===== src/rtl/dmac_pkg.sv =====
package dmac_pkg;

  localparam int unsigned IDX_W = 3;

  typedef enum logic [IDX_W-1:0] {
    IX_CMD  = 3'd0,
    IX_SCNT = 3'd1,
    IX_SADR = 3'd2,
    IX_WCNT = 3'd3,
    IX_WADR = 3'd4,
    IX_STAT = 3'd5,
    IX_SDSC = 3'd6,
    IX_WDSC = 3'd7
  } reg_idx_e;

  typedef enum logic [1:0] {
    OP_IDLE  = 2'd0,
    OP_FLUSH = 2'd1,
    OP_ABORT = 2'd2,
    OP_START = 2'd3
  } cmd_op_e;

  localparam int unsigned CMD_DIR_BIT = 7;

  localparam int unsigned ST_W     = 6;
  localparam int unsigned ST_ERR   = 1;
  localparam int unsigned ST_ABT   = 2;
  localparam int unsigned ST_DONE  = 3;
  localparam int unsigned ST_IRQ   = 4;

endpackage


===== src/rtl/dmac_cmd.sv =====
module dmac_cmd
  import dmac_pkg::*;
#(
  parameter int unsigned DATA_W = 32
) (
  input  logic              clk,
  input  logic              rst_n,
  input  logic              wr_en,
  input  logic [DATA_W-1:0] wdata,
  output logic [DATA_W-1:0] cmd_q,
  output logic              start_p,
  output logic              dma_en,
  output logic              cancel
);

  cmd_op_e op;
  assign op      = cmd_op_e'(wdata[1:0]);
  assign start_p = wr_en && (op == OP_START);

  always_ff @(posedge clk) begin
    if (!rst_n) begin
      cmd_q  <= '0;
      dma_en <= 1'b0;
      cancel <= 1'b0;
    end else begin
      cancel <= wr_en && (op == OP_ABORT);
      if (wr_en) begin
        cmd_q <= wdata;
        unique case (op)
          OP_IDLE:  dma_en <= 1'b0;
          OP_START: dma_en <= 1'b1;
          default:  dma_en <= dma_en;
        endcase
      end
    end
  end

  AST_EN_AFTER_START: assert property (@(posedge clk) disable iff (!rst_n)
    start_p |=> dma_en);
  AST_CANCEL_ONE_CYCLE: assert property (@(posedge clk) disable iff (!rst_n)
    (cancel && !(wr_en && op == OP_ABORT)) |=> !cancel);
  AST_FLUSH_KEEPS_EN: assert property (@(posedge clk) disable iff (!rst_n)
    (wr_en && op == OP_FLUSH) |=> $stable(dma_en));

endmodule


===== src/rtl/dmac_xfer.sv =====
module dmac_xfer
  import dmac_pkg::*;
#(
  parameter int unsigned       DATA_W   = 32,
  parameter logic [DATA_W-1:0] RST_WADR = '1,
  parameter logic [DATA_W-1:0] RST_WDSC = {{(DATA_W-2){1'b1}}, 2'b01}
) (
  input  logic              clk,
  input  logic              rst_n,
  input  logic              wr_scnt,
  input  logic              wr_sadr,
  input  logic              wr_sdsc,
  input  logic [DATA_W-1:0] wdata,
  input  logic              start_p,
  input  logic              cmd_dir,
  input  logic              done_evt,
  input  logic              chk_valid,
  input  logic              chk_ready,
  input  logic              chk_to_mem,
  input  logic [DATA_W-1:0] chk_len,
  output logic [DATA_W-1:0] scnt_q,
  output logic [DATA_W-1:0] sadr_q,
  output logic [DATA_W-1:0] sdsc_q,
  output logic [DATA_W-1:0] wcnt_q,
  output logic [DATA_W-1:0] wadr_q,
  output logic [DATA_W-1:0] wdsc_q,
  output logic [DATA_W-1:0] grant,
  output logic              set_done
);

  logic              dir_ok;
  logic              fire;
  logic [DATA_W-1:0] clamp;

  assign dir_ok   = (chk_to_mem == cmd_dir);
  assign clamp    = (chk_len < wcnt_q) ? chk_len : wcnt_q;
  assign grant    = dir_ok ? clamp : '0;
  assign fire     = chk_valid && chk_ready && dir_ok;
  assign set_done = done_evt || (fire && (clamp == wcnt_q));

  always_ff @(posedge clk) begin
    if (!rst_n) begin
      scnt_q <= '0;
      sadr_q <= '0;
      sdsc_q <= '0;
    end else begin
      if (wr_scnt) scnt_q <= wdata;
      if (wr_sadr) sadr_q <= wdata;
      if (wr_sdsc) sdsc_q <= wdata;
    end
  end

  always_ff @(posedge clk) begin
    if (!rst_n) begin
      wcnt_q <= '0;
      wadr_q <= RST_WADR;
      wdsc_q <= RST_WDSC;
    end else begin
      if (done_evt)     wcnt_q <= '0;
      else if (start_p) wcnt_q <= scnt_q;
      else if (fire)    wcnt_q <= wcnt_q - clamp;

      if (start_p)   wadr_q <= sadr_q;
      else if (fire) wadr_q <= wadr_q + clamp;

      if (start_p) wdsc_q <= sdsc_q;
    end
  end

  AST_GRANT_WITHIN_COUNT: assert property (@(posedge clk) disable iff (!rst_n)
    grant <= wcnt_q);
  AST_ADDR_ADVANCES: assert property (@(posedge clk) disable iff (!rst_n)
    (chk_valid && chk_ready && dir_ok && !start_p) |=> wadr_q == $past(wadr_q) + $past(grant));
  AST_MISMATCH_HOLDS: assert property (@(posedge clk) disable iff (!rst_n)
    (chk_valid && !dir_ok && !start_p && !done_evt) |=> ($stable(wcnt_q) && $stable(wadr_q)));
  AST_COMPLETE_EMPTIES: assert property (@(posedge clk) disable iff (!rst_n)
    done_evt |=> wcnt_q == '0);

endmodule


===== src/rtl/dmac_stat.sv =====
module dmac_stat
  import dmac_pkg::*;
#(
  parameter int unsigned DATA_W = 32
) (
  input  logic              clk,
  input  logic              rst_n,
  input  logic              start_p,
  input  logic              set_done,
  input  logic              wr_stat,
  input  logic              rd_stat,
  input  logic [3:1]        wclr,
  input  logic              w1c_mode,
  input  logic              core_irq,
  output logic [DATA_W-1:0] stat_view
);

  logic [ST_W-1:0] st_q;
  logic [ST_W-1:0] clr;
  logic [ST_W-1:0] st_d;

  always_comb begin
    clr = '0;
    if (wr_stat && w1c_mode)  clr[3:1] = wclr;
    if (rd_stat && !w1c_mode) clr[3:1] = 3'b111;
    if (start_p)              clr = '1;
    st_d = st_q & ~clr;
    st_d[ST_IRQ] = 1'b0;
    if (set_done) st_d[ST_DONE] = 1'b1;
  end

  always_ff @(posedge clk) begin
    if (!rst_n) st_q <= '0;
    else        st_q <= st_d;
  end

  always_comb begin
    stat_view = '0;
    stat_view[ST_W-1:0] = st_q;
    stat_view[ST_IRQ] = core_irq;
  end

  AST_DONE_SETS: assert property (@(posedge clk) disable iff (!rst_n)
    set_done |=> st_q[ST_DONE]);
  AST_READ_CLEARS: assert property (@(posedge clk) disable iff (!rst_n)
    (rd_stat && !w1c_mode && !set_done) |=> st_q[3:1] == 3'b000);
  AST_WRITE_IGNORED: assert property (@(posedge clk) disable iff (!rst_n)
    (wr_stat && !w1c_mode && !rd_stat && !set_done && !start_p) |=> $stable(st_q));
  AST_W1C_CLEARS: assert property (@(posedge clk) disable iff (!rst_n)
    (wr_stat && w1c_mode && wclr[ST_DONE] && !set_done) |=> !st_q[ST_DONE]);

endmodule


===== src/rtl/dma_chan_regs.sv =====
module dma_chan_regs
  import dmac_pkg::*;
#(
  parameter int unsigned DATA_W = 32
) (
  input  logic              clk,
  input  logic              rst_n,
  input  logic              reg_wr,
  input  logic              reg_rd,
  input  logic [2:0]        reg_idx,
  input  logic [DATA_W-1:0] reg_wdata,
  output logic [DATA_W-1:0] reg_rdata,
  input  logic              stat_w1c_mode,
  input  logic              core_irq,
  input  logic              core_cmd_done,
  output logic              dma_en,
  output logic              core_cancel,
  input  logic              chunk_valid,
  output logic              chunk_ready,
  input  logic              chunk_to_mem,
  input  logic [DATA_W-1:0] chunk_len,
  output logic [DATA_W-1:0] chunk_grant
);

  logic [DATA_W-1:0] cmd_q, scnt_q, sadr_q, sdsc_q, wcnt_q, wadr_q, wdsc_q, stat_view;
  logic              start_p, set_done;
  logic              wr_cmd, wr_scnt, wr_sadr, wr_sdsc, wr_stat, rd_stat;

  assign wr_cmd  = reg_wr && (reg_idx == IX_CMD);
  assign wr_scnt = reg_wr && (reg_idx == IX_SCNT);
  assign wr_sadr = reg_wr && (reg_idx == IX_SADR);
  assign wr_sdsc = reg_wr && (reg_idx == IX_SDSC);
  assign wr_stat = reg_wr && (reg_idx == IX_STAT);
  assign rd_stat = reg_rd && (reg_idx == IX_STAT);

  assign chunk_ready = !reg_wr;

  dmac_cmd #(.DATA_W(DATA_W)) u_cmd (
    .clk(clk), .rst_n(rst_n), .wr_en(wr_cmd), .wdata(reg_wdata),
    .cmd_q(cmd_q), .start_p(start_p), .dma_en(dma_en), .cancel(core_cancel)
  );

  dmac_xfer #(.DATA_W(DATA_W)) u_xfer (
    .clk(clk), .rst_n(rst_n),
    .wr_scnt(wr_scnt), .wr_sadr(wr_sadr), .wr_sdsc(wr_sdsc), .wdata(reg_wdata),
    .start_p(start_p), .cmd_dir(cmd_q[CMD_DIR_BIT]), .done_evt(core_cmd_done),
    .chk_valid(chunk_valid), .chk_ready(chunk_ready), .chk_to_mem(chunk_to_mem),
    .chk_len(chunk_len),
    .scnt_q(scnt_q), .sadr_q(sadr_q), .sdsc_q(sdsc_q),
    .wcnt_q(wcnt_q), .wadr_q(wadr_q), .wdsc_q(wdsc_q),
    .grant(chunk_grant), .set_done(set_done)
  );

  dmac_stat #(.DATA_W(DATA_W)) u_stat (
    .clk(clk), .rst_n(rst_n), .start_p(start_p), .set_done(set_done),
    .wr_stat(wr_stat), .rd_stat(rd_stat), .wclr(reg_wdata[3:1]),
    .w1c_mode(stat_w1c_mode), .core_irq(core_irq), .stat_view(stat_view)
  );

  always_comb begin
    unique case (reg_idx_e'(reg_idx))
      IX_CMD:  reg_rdata = cmd_q;
      IX_SCNT: reg_rdata = scnt_q;
      IX_SADR: reg_rdata = sadr_q;
      IX_WCNT: reg_rdata = wcnt_q;
      IX_WADR: reg_rdata = wadr_q;
      IX_STAT: reg_rdata = stat_view;
      IX_SDSC: reg_rdata = sdsc_q;
      default: reg_rdata = wdsc_q;
    endcase
  end

  AST_START_LOADS_COUNT: assert property (@(posedge clk) disable iff (!rst_n)
    (start_p && !core_cmd_done) |=> wcnt_q == $past(scnt_q));
  AST_BLOCKED_ON_WRITE: assert property (@(posedge clk) disable iff (!rst_n)
    (reg_wr && !start_p && !core_cmd_done) |=> $stable(wcnt_q));
  AST_WDSC_ONLY_ON_START: assert property (@(posedge clk) disable iff (!rst_n)
    !start_p |=> $stable(wdsc_q));

endmodule


===== config.mk =====
export PLATFORM = sky130hd
export DESIGN_NAME = dma_chan_regs
export DESIGN_NICKNAME = d
export VERILOG_FILES = /design/src/rtl/dmac_pkg.sv /design/src/rtl/dmac_cmd.sv /design/src/rtl/dmac_xfer.sv /design/src/rtl/dmac_stat.sv /design/src/rtl/dma_chan_regs.sv
export SDC_FILE = /design/constraint.sdc
export NUM_CORES = 1
export LEC_CHECK = 0
export BUFFER_PORTS_ARGS = -buffer_cell sky130_fd_sc_hd__buf_2
export CORE_ASPECT_RATIO = 2
export CORE_MARGIN = 2
export CORE_UTILIZATION = 61
export DETAILED_ROUTE_END_ITERATION = 12
export GPL_TIMING_DRIVEN = 0
export PLACE_DENSITY = 0.82
export SLEW_MARGIN = 20
export SYNTH_ARGS = -nofsm -noshare
export SYNTH_HDL_FRONTEND = slang
export SYNTH_HIERARCHICAL = 1
export SYNTH_SLANG_ARGS = --single-unit

===== constraint.sdc =====
create_clock -name clk -period 8.17 [get_ports clk]
set_clock_uncertainty 0.05 [all_clocks]
set_input_delay 0 -clock clk [delete_from_list [all_inputs] [get_ports clk]]
set_output_delay 0 -clock clk [all_outputs]
set_load 0.005 [all_outputs]

==> impl_metrics.env <==
export IMPL_cts_buffer_depth=3
export IMPL_period_share_pct=82.9
export IMPL_die_h_um=230
export IMPL_n_antenna_cell=0
export IMPL_yosys_area_top_type="dfxtp_1"
export IMPL_drv_cap=0
export IMPL_slew_headroom_pct=29.7
export IMPL_grt_usage_pct=41.7
export IMPL_synth_edf_count=0
export IMPL_drt_first_pass_iters=6
export IMPL_finalWirelength_um=56700
export IMPL_numClockSinks=231
export IMPL_htree_levels=1
export IMPL_stdcell_count=2414
export IMPL_synth_cells=1847
export IMPL_avgRoutedWirePerCell_um=23.5
export IMPL_min_path_cells=4
export IMPL_clkLatencyLatePin_ns=0.51
export IMPL_port_buffers=140
export IMPL_gp_congestion=0.982
export IMPL_ir_worst_vdd_mv=0.249
export IMPL_rsz0062_at_grt="false"
export IMPL_synth_commonest_cells="dfxtp_1 (231), mux2i_1 (209), nand2_1 (163)"
export IMPL_area_delta_synth_final_pct=13.8
export IMPL_synth_top_area_share_pct=29.6
export IMPL_fin_area_sq_um=17800
export IMPL_grt_ovfl_total=0
export IMPL_dp_cells=2348
export IMPL_power_density_nw_per_um2=170
export IMPL_ys_types=82
export IMPL_synth_most_common_cell="dfxtp_1"
export IMPL_synth_seq_cells=231
export IMPL_antenna_found_initial=0
export IMPL_grt_max_degree=18
export IMPL_post_cts_buffers=0
export IMPL_vias=15300
export IMPL_dp_hpwl_um=44700
export IMPL_status="complete, no violations"
export IMPL_grt_pass1_wl_um=85200
export IMPL_worst_path_max_fanout=10
export IMPL_drtIter0Drc=1331
export IMPL_cts_repair_resized=0
export IMPL_regArea_sq_um=4620
export IMPL_crit_path_end_kind="flip-flop"
export IMPL_remaining_drc_errors=0
export IMPL_path_class="flip-flop to flip-flop"
export IMPL_clk_pin_slew_ns=0.07
export IMPL_die_x_um=117
export IMPL_synth_area_top_cells="dfxtp_1 (30%), mux2i_1 (13%), ha_1 (7.6%)"
export IMPL_power_leakage_uw=0.00712
export IMPL_nNetsFinal=2241
export IMPL_hold_viol=0
export IMPL_drive_above_1_share_pct=13.4
export IMPL_die_area_sq_um=27000
export IMPL_grt_pass1_vias=15300
export IMPL_synthFlopType="dfxtp_1"
export IMPL_placed_area_sq_um=16800
export IMPL_setup_viol=0
export IMPL_worstPathArrival_ns=7.11
export IMPL_crit_required_ns=8.51
export IMPL_syn_area_per_cell_sq_um=8.45
export IMPL_async_flop_share_pct=0
export IMPL_p_total_uw=3020
export IMPL_cts_tree="yes"
export IMPL_fill_cells=2025
export IMPL_routed_via_density=6.34
export IMPL_ios=143
export IMPL_antenna_left=0
export IMPL_finalMaxSlewViolations=0
export IMPL_multi_input_area_sq_um=9980
export IMPL_hold_buffers=35
export IMPL_numCtsBuffers=19
export IMPL_ys_warn_count=6
export IMPL_reg2reg_depth=21
export IMPL_core_area_sq_um=25100
export IMPL_cts_root_buf="clkbuf_16"
export IMPL_row_count=82
export IMPL_yosysSeqAreaShare_pct=29.6
export IMPL_cp_start_kind="flip-flop"
export IMPL_period_minus_slack_ns=6.77
export IMPL_initial_core_util_pct=62.1
export IMPL_finalSetupTns_ns=0
export IMPL_hold_class="primary input to flip-flop"
export IMPL_max_slew_worst_pin_slew_ns=1.05
export IMPL_synth_cell_area_sq_um=15600
export IMPL_clock_fmax_ghz=0.148
==> layout make-up <==
type / instances / share of cell area (%)
Tap cell: 336 / 2.37
Inverter: 83 / 1.75
Multi-Input combinational cell: 1412 / 56.2
Clock buffer: 23 / 2.82
Buffer: 146 / 4.42
Clock inverter: 8 / 0.521
Sequential cell: 231 / 26.0
Timing Repair Buffer: 175 / 5.91
==> worst paths after layout <==
kind	slack, ns	startpoint	to
setup / recovery	1.40	u_xfer/wcnt_q[13]$_SDFFE_PP0P_	u_xfer/wadr_q[31]$_SDFFE_PN1P_
hold / removal	0.09	reg_wr	u_stat/st_q[2]$_SDFF_PN0_
setup reg to reg	1.40	u_xfer/wcnt_q[13]$_SDFFE_PP0P_	u_xfer/wadr_q[31]$_SDFFE_PN1P_
hold reg to reg	0.43	u_xfer/wdsc_q[26]$_SDFFE_PN1P_	u_xfer/wdsc_q[26]$_SDFFE_PN1P_
==> where the power goes <==
| group | total (uW) | internal (uW) | leakage (uW) | switching (uW) |
|---|---|---|---|---|
| clock | 921 | 500 | 0.000293 | 420 |
| combinational | 906 | 368 | 0.00495 | 538 |
| sequential | 1200 | 1160 | 0.00187 | 39.1 |
| total | 3020 | 2030 | 0.00712 | 997 |
==> per-stage QoR <==
stage / util [%] / hold WS [ns] / setup WS, ns
4_1_cts: 70.7 / 0.0443 / 1.73
2_1_floorplan: - / 0.0109 / 3.16
3_5_place_dp: 66.9 / 0.283 / 1.77
6_report: 70.7 / 0.0852 / 1.40
3_3_place_gp: 66.9 / 0.264 / 1.91
5_1_grt: 70.7 / 0.0676 / 1.12
==> state kept, by name (all words and copies together), names as in the netlist <==
signal and flops:
u_xfer/scnt_q 32, u_xfer/wadr_q 32, u_xfer/sadr_q 32, u_xfer/wcnt_q 32, u_xfer/sdsc_q 32, u_cmd/cmd_q 32
u_xfer/wdsc_q 32, u_stat/st_q 5, u_cmd/cancel 1, u_cmd/dma_en 1
==> critical path, cell delays in order, from the launching register on <==
cell	delay, ns
dfxtp_1	0.52
inv_1	0.09
ha_1	0.31
a2111o_1	0.42
nor3_1	0.19
nand3_1	0.28
a31o_2	0.36
a21oi_1	0.46
buf_2	0.42
mux2i_1	0.62
inv_1	0.10
ha_1	0.32
a211oi_1	0.09
o21a_1	0.23
or4b_4	0.54
a21boi_4	0.29
a31oi_1	0.24
a31oi_2	0.31
a221o_1	0.29
xor2_1	0.24
o211ai_1	0.11
o311a_1	0.14
==> cells in the final DEF (no fill, tap or decap), types with 7 or more instances in the layout <==
cell type / instances
dfxtp_1: 231
mux2i_1: 209
buf_2: 168
nand2_1: 163
a21oi_1: 145
nor2b_1: 138
nor2_1: 120
ha_1: 95
o21ai_0: 82
inv_1: 81
clkbuf_1: 68
a221oi_1: 35
dlygate4sd3_1: 35
buf_4: 31
a21o_1: 29
a22oi_1: 27
xor2_1: 27
conb_1: 26
o22a_1: 24
o211ai_1: 23
xnor2_1: 23
clkbuf_16: 19
a211oi_1: 18
nor3_1: 17
a221oi_2: 16
nand4_1: 16
nand3_1: 15
buf_1: 14
and3_1: 13
mux2_2: 11
o21bai_1: 11
nand2b_1: 10
o21a_1: 10
and2_1: 8
nor4_1: 8
a31oi_1: 7
==> per-layer routing <==
layer  share of wire, %  global-route usage [%]  vias up
met1                 35                    45.7     7117
met2                 48                    69.8      866
li1                   -                       -     7042
met3                6.8                    5.01      288
met5                  0                       0        -
met4                9.7                    34.6        0
==> kinds of logic (layout without fill, tap and decap cells) <==
logic type                 count (synthesis)  count (layout)  synth area share (%)
adders and majority gates                 97              97                  7.87
DFF                                      231             231                  29.6
other                                      1              26                0.0240
buffers and inverters                    229             435                  7.03
muxes                                    220             220                  14.2
AOI/OAI and AO/OA                        486             486                  21.6
xor gates and xnor gates                  50              50                  2.80
and+or+nand+nor                          533             533                  16.9
Power figures use the tool's default switching activity.
